**config.mk**
```make
export PLATFORM = sky130hd
export DESIGN_NAME = i2c_byte_engine
export DESIGN_NICKNAME = d
export VERILOG_FILES = /design/src/rtl/i2c_bytx_pkg.sv /design/src/rtl/i2c_bytx_shifter.sv /design/src/rtl/i2c_bytx_ctrl.sv /design/src/rtl/i2c_byte_engine.sv
export SDC_FILE = /design/constraint.sdc
export NUM_CORES = 1
export LEC_CHECK = 0
export ABC_AREA = 1
export CELL_PAD_IN_SITES_DETAIL_PLACEMENT = 2
export CELL_PAD_IN_SITES_GLOBAL_PLACEMENT = 2
export CORE_ASPECT_RATIO = 1.75
export CORE_MARGIN = 4
export CORE_UTILIZATION = 28
export DETAILED_ROUTE_END_ITERATION = 8
export HOLD_SLACK_MARGIN = 0.08
export PLACE_DENSITY = 0.89
export SLEW_MARGIN = 30
export SYNTH_ARGS = -nofsm -noshare
export SYNTH_HDL_FRONTEND = slang
export SYNTH_SLANG_ARGS = --single-unit
```
**constraint.sdc**
```tcl
create_clock -name clk -period 1.6 [get_ports clk]
set_input_delay 0.16 -clock clk [delete_from_list [all_inputs] [get_ports clk]]
set_output_delay 0.16 -clock clk [all_outputs]
set_load 0.1 [all_outputs]
```
**src/rtl/i2c_bytx_pkg.sv**
```systemverilog
package i2c_bytx_pkg;

    typedef enum logic [2:0] {
        PH_IDLE    = 3'd0,
        PH_TX_BITS = 3'd1,
        PH_TX_ACK  = 3'd2,
        PH_RX_BITS = 3'd3,
        PH_RX_HOLD = 3'd4,
        PH_RX_ACK  = 3'd5
    } phase_e;

endpackage

```
**src/rtl/i2c_bytx_shifter.sv**
```systemverilog
module i2c_bytx_shifter #(
    parameter int W = 8
) (
    input  logic         clk,
    input  logic         rst_n,
    input  logic         load,
    input  logic [W-1:0] load_val,
    input  logic         shift,
    input  logic         ser_in,
    output logic [W-1:0] word,
    output logic         last
);
    localparam int CW = $clog2(W + 1);

    typedef struct packed {
        logic [W-1:0]  word;
        logic [CW-1:0] cnt;
    } sh_state_t;

    sh_state_t q, d;

    always_comb begin
        d = q;
        if (load) begin
            d.word = load_val;
            d.cnt  = '0;
        end else if (shift) begin
            d.word = {q.word[W-2:0], ser_in};
            d.cnt  = q.cnt + CW'(1);
        end
    end

    always_ff @(posedge clk or negedge rst_n) begin
        if (!rst_n) q <= '0;
        else        q <= d;
    end

    assign word = q.word;
    assign last = (q.cnt == CW'(W - 1));

    // each shift pulls the serial input into the low bit
    a_r2_shift_in_lsb: assert property (@(posedge clk) disable iff (!rst_n)
        (shift && !load) |=> (q.word[0] == $past(ser_in)));

endmodule

```
**src/rtl/i2c_bytx_ctrl.sv**
```systemverilog
module i2c_bytx_ctrl
    import i2c_bytx_pkg::*;
#(
    parameter int W = 8
) (
    input  logic         clk,
    input  logic         rst_n,
    input  logic         start_tx,
    input  logic         start_rx,
    input  logic [W-1:0] wr_byte,
    input  logic         fast_ack_en,
    input  logic         txack_wr_en,
    input  logic         txack_val,
    input  logic         slot_tick,
    input  logic         sda_in,
    input  logic [W-1:0] sh_word,
    input  logic         sh_last,
    output logic         sh_load,
    output logic [W-1:0] sh_load_val,
    output logic         sh_shift,
    output logic [W-1:0] data_out,
    output logic         sda_drive_low,
    output logic         scl_hold_low,
    output logic         busy,
    output logic         rx_ack,
    output logic         byte_done,
    output logic         ack_done
);
    typedef struct packed {
        phase_e       phase;
        logic [W-1:0] data;
        logic         rx_ack;
        logic         tx_ack;
        logic         fast;
        logic         byte_done;
        logic         ack_done;
    } ctl_state_t;

    ctl_state_t q, d;

    always_comb begin
        d             = q;
        d.byte_done   = 1'b0;
        d.ack_done    = 1'b0;
        sh_load       = 1'b0;
        sh_load_val   = '0;
        sh_shift      = 1'b0;
        if (txack_wr_en) d.tx_ack = txack_val;
        unique case (q.phase)
            PH_IDLE: begin
                if (start_tx) begin
                    sh_load     = 1'b1;
                    sh_load_val = wr_byte;
                    d.phase     = PH_TX_BITS;
                end else if (start_rx) begin
                    sh_load     = 1'b1;
                    d.fast      = fast_ack_en;
                    d.phase     = PH_RX_BITS;
                end
            end
            PH_TX_BITS: begin
                if (slot_tick) begin
                    sh_shift = 1'b1;
                    if (sh_last) d.phase = PH_TX_ACK;
                end
            end
            PH_TX_ACK: begin
                if (slot_tick) begin
                    d.rx_ack    = sda_in;
                    d.byte_done = 1'b1;
                    d.ack_done  = 1'b1;
                    d.phase     = PH_IDLE;
                end
            end
            PH_RX_BITS: begin
                if (slot_tick) begin
                    sh_shift = 1'b1;
                    if (sh_last) begin
                        d.data = {sh_word[W-2:0], sda_in};
                        if (q.fast) begin
                            d.byte_done = 1'b1;
                            d.phase     = PH_RX_HOLD;
                        end else begin
                            d.phase     = PH_RX_ACK;
                        end
                    end
                end
            end
            PH_RX_HOLD: begin
                if (txack_wr_en) d.phase = PH_RX_ACK;
            end
            PH_RX_ACK: begin
                if (slot_tick) begin
                    d.ack_done  = 1'b1;
                    d.byte_done = !q.fast;
                    d.phase     = PH_IDLE;
                end
            end
            default: d.phase = PH_IDLE;
        endcase
    end

    always_ff @(posedge clk or negedge rst_n) begin
        if (!rst_n) begin
            q       <= '0;
            q.phase <= PH_IDLE;
        end else begin
            q <= d;
        end
    end

    assign data_out      = q.data;
    assign rx_ack        = q.rx_ack;
    assign byte_done     = q.byte_done;
    assign ack_done      = q.ack_done;
    assign busy          = (q.phase != PH_IDLE);
    assign scl_hold_low  = (q.phase == PH_RX_HOLD);
    assign sda_drive_low = ((q.phase == PH_TX_BITS) && !sh_word[W-1]) ||
                           ((q.phase == PH_RX_ACK)  && !q.tx_ack);

    // the stretch persists until software supplies the acknowledge choice
    a_r8_hold_until_decision: assert property (@(posedge clk) disable iff (!rst_n)
        (q.phase == PH_RX_HOLD && !txack_wr_en) |=> (q.phase == PH_RX_HOLD));

    // the data register changes only as a result of receiving
    a_r9_data_from_rx_only: assert property (@(posedge clk) disable iff (!rst_n)
        !$stable(q.data) |-> $past(q.phase == PH_RX_BITS));

    // the received acknowledge is captured only in the transmit ack slot
    a_r3_rxack_from_ack_slot: assert property (@(posedge clk) disable iff (!rst_n)
        !$stable(q.rx_ack) |-> $past(q.phase == PH_TX_ACK));

    // completion strobes arrive only when idle or parked for a decision
    a_r7_done_phase: assert property (@(posedge clk) disable iff (!rst_n)
        byte_done |-> (q.phase == PH_IDLE || q.phase == PH_RX_HOLD));

endmodule

```
**src/rtl/i2c_byte_engine.sv**
```systemverilog
module i2c_byte_engine #(
    parameter int DATA_W = 8
) (
    input  logic              clk,
    input  logic              rst_n,
    input  logic              is_master,
    input  logic              addr_hit,
    input  logic              role_tx,
    input  logic              fast_ack_en,
    input  logic              reg_wr_en,
    input  logic [DATA_W-1:0] reg_wr_data,
    input  logic              reg_rd_en,
    input  logic              txack_wr_en,
    input  logic              txack_val,
    input  logic              slot_tick,
    input  logic              sda_in,
    output logic [DATA_W-1:0] rd_data,
    output logic              sda_drive_low,
    output logic              scl_hold_low,
    output logic              busy,
    output logic              rx_ack,
    output logic              byte_done,
    output logic              ack_done
);
    logic              engine_active;
    logic              start_tx, start_rx;
    logic              sh_load, sh_shift, sh_last;
    logic [DATA_W-1:0] sh_load_val, sh_word;

    assign engine_active = is_master || addr_hit;
    assign start_tx      = reg_wr_en &&  role_tx && engine_active;
    assign start_rx      = reg_rd_en && !role_tx && engine_active;

    i2c_bytx_shifter #(.W(DATA_W)) u_shifter (
        .clk      (clk),
        .rst_n    (rst_n),
        .load     (sh_load),
        .load_val (sh_load_val),
        .shift    (sh_shift),
        .ser_in   (sda_in),
        .word     (sh_word),
        .last     (sh_last)
    );

    i2c_bytx_ctrl #(.W(DATA_W)) u_ctrl (
        .clk           (clk),
        .rst_n         (rst_n),
        .start_tx      (start_tx),
        .start_rx      (start_rx),
        .wr_byte       (reg_wr_data),
        .fast_ack_en   (fast_ack_en),
        .txack_wr_en   (txack_wr_en),
        .txack_val     (txack_val),
        .slot_tick     (slot_tick),
        .sda_in        (sda_in),
        .sh_word       (sh_word),
        .sh_last       (sh_last),
        .sh_load       (sh_load),
        .sh_load_val   (sh_load_val),
        .sh_shift      (sh_shift),
        .data_out      (rd_data),
        .sda_drive_low (sda_drive_low),
        .scl_hold_low  (scl_hold_low),
        .busy          (busy),
        .rx_ack        (rx_ack),
        .byte_done     (byte_done),
        .ack_done      (ack_done)
    );

    // a read while the direction says transmit leaves the engine idle
    a_r5_read_in_tx_no_start: assert property (@(posedge clk) disable iff (!rst_n)
        (!busy && reg_rd_en && role_tx && !reg_wr_en) |=> !busy);

    // an unmatched slave never starts a transfer
    a_r6_slave_needs_match: assert property (@(posedge clk) disable iff (!rst_n)
        (!busy && !is_master && !addr_hit) |=> !busy);

endmodule

```
==> out/qor.csv <==
metric;value;unit
status;completed;
power_frac_comb;53.2;%
synth-seq-cells;28;
cts_buffers;3;
grt_max_degree;29;
clkTransAtPathRegs;0.10;ns
setup_slack;0.00314;ns
clockPowerShare;16.2;%
fillers;606;
max_stage_delay;0.45;ns
htreeDepth;1;
num_vias;1484;
synth_edf_count;0;
post_drt_wl_per_cell;16.5;um
worstMarginPinSlew;0.380;ns
hold_viol_final;0;
tritoncts;built;
yosysTopAreaCellShare;45.1;%
drtIter0Drc;40;
seqCellArea;703;um^2
maxCapViolCount;0;
path_buf_inv;3;
cp_slowest_cell;dfrtp_2;
finalSetupViolCount;0;
firstDrtPassIters;4;
grt_usage;17.0;%
rr_startpoint;u_ctrl.q[14];
rrSetupSlack;0.06;ns
rsz0062_at_grt;true;
tns;0;ns
synth_area_leaders;dfrtp_1, nand2_1, nand3_1;
rows;35;
synth_area_leader_cell;dfrtp_1;
drive_gt1_share;25.4;%
crit_family;flip-flops;
fin_skew;0.00983;ns
fmax;626;MHz
critical_path_required;1.44;ns
p_leak;0.00119;uW
critPathArrivalTime;1.44;ns
cts_num_sinks;28;
ys_warn_count;0;
async_flop_share;100;%
final.period_utilization;99.8;%
cts.root.buffer_cell;clkbuf_8;
grt_pass1_wl;9020;um
clock_latency;0.29;ns
routabilityCongestion;0.814;
path_cells;inv_4 -> nand2_1 -> nor2_2 -> inv_1 -> o22ai_4 -> buf_12;
dieArea;6850;um^2
port_buffers;33;
die_x;64.3;um
postSynthCellCount;206;
grt_overflow_total;0;
pre_cts_slack;0.0336;ns
p_per_area;1560;nW/um^2
ys_seq_area_share;45.1;%
r2r-end;u_shifter.word[5];
synth_most_common_cell;nand2_1;
min_path_type;input port to asynchronous set/reset pin;
path_class;flip-flop to primary output;
ant_nets;0;
drc;0;
peakVddDrop;0.378;mV
viasPerCell;4.61;
min_period;1.60;ns
antenna_found_initial;0;
clock_path_buffers;2;
p_switching;1640;uW
grt_pass1_vias;1784;
finalPower;3550;uW
ys_types;23;
synthTopCellsByCount;nand2_1, dfrtp_1, nand3_1;
ios;34;
die_h;107;um
intPower;1910;uW
synth_ff_type;dfrtp_1;
hold_buffers;0;
nets;270;
wl;5320;um
synth_fp_nets;227;
initial_core_util;29.1;%
slew_viol_final;0;
synth_area;1550;um^2
post-route-util;42.6;%
seqPwrFrac;30.5;%
r2r_cells;9;
antenna_cells;0;
fp.coreArea;5340;um^2
multi_input_area;736;um^2
end_kind;primary output;
start_kind;flip-flop;
area_delta_synth_final;46.5;%
dpl.hpwl;3970;um
synth.avg_cell_area;7.54;um^2
path_max_fanout;2;
power_switching_share;46.2;%
max_slew_margin;74.7;%
[timing repair]
item / in CTS / in global routing
pin swaps: 2 / 3
setup endpoints to repair: 1 / 16
setup buffers: 7 / 1
gates resized for setup: 6 / 6
[worst max-delay path by stage]
stage,start,cells past startpoint,slack (ns),end
5_1_grt,u_ctrl.q[14],9,-0.05,u_shifter.word[5]
2_1_floorplan,u_ctrl.q[15],4,-0.12,sda_drive_low
4_1_cts,u_ctrl.q[14],6,0.008,sda_drive_low
3_3_place_gp,role_tx,9,0.13,u_shifter.word[2]
3_5_place_dp,role_tx,9,0.03,u_shifter.word[2]
6_report,u_ctrl.q[14],6,0.003,sda_drive_low
[metal layers]
metal / GRT usage, % / part of all wire [%] / vias to the layer above
li1: - / - / 709
met1: 17.4 / 36 / 731
met2: 32.9 / 58 / 31
met3: 1.27 / 2.0 / 13
met4: 9.38 / 3.9 / 0
met5: 0 / 0 / -
[final cells by class]
class                      count  area share, %
tap                           74           4.07
inverter                      22           3.96
timing repair buffer          48           25.6
multi-input combinational    146           32.3
sequential                    28           30.9
clock buffer                   3           1.81
clock inverter                 1           1.32
[power groups by stage]
stage | clock network (uW) | registers, uW | logic [uW]
2_1_floorplan | 0 | 1210 | 980
4_1_cts | 599 | 1080 | 1870
5_1_grt | 613 | 1110 | 2080
6_report | 576 | 1090 | 1890
3_5_place_dp | 0 | 1100 | 1740
3_3_place_gp | 0 | 1090 | 1670
[cells by family after synthesis]
family	share of synthesized area (%)
AND/OR/NAND/NOR	37.6
buffers and inverters	10.5
flip-flops	45.1
AO/OA/AOI/OAI	3.78
XOR/XNOR	2.17
adder cells (fa/ha/maj)	0.805
[worst register-to-register path: cells and delay by family (launching register included)]
kind                   cells  cell delay (ns)
AND/OR/NAND/NOR            6             0.69
flip-flops                 1             0.45
buffers and inverters      3             0.34
[state kept, by name, indices dropped and copies added (netlist names)]
signal and cells:
u_ctrl.data_out 8, u_shifter.word 8, u_ctrl.q 5, u_shifter.q 4, u_ctrl.ack_done 1, u_ctrl.byte_done 1, u_ctrl.rx_ack 1
[per-stage QoR]
stage / cell area (um^2) / hold WS, ns / cells
2_1_floorplan: 1570 / -0.136 / 206
3_3_place_gp: 2100 / 0.466 / 310
3_5_place_dp: 2100 / 0.467 / 310
4_1_cts: 2240 / 0.258 / 321
5_1_grt: 2280 / 0.289 / 322
6_report: 2280 / 0.251 / 322
[placed cells by master, fill, tap and decap left out]
master           count
nand2_1             83
dfrtp_1             26
nand3_1             19
clkdlybuf4s50_1     19
inv_1               16
buf_4               15
buf_12              14
nor2_1               9
nand2_2              5
nor2_2               5
nand2_4              5
inv_2                4
o21ai_0              4
nor2_4               3
o21ai_1              3
clkbuf_8             3
xor2_1               2
dfrtp_2              2
inv_4                1
nand4_1              1
nand3_2              1
o211ai_2             1
o22ai_4              1
inv_6                1
nand3b_1             1
a21oi_1              1
xor2_2               1
ha_1                 1
bufinv_16            1
Power figures use the tool's default switching activity.
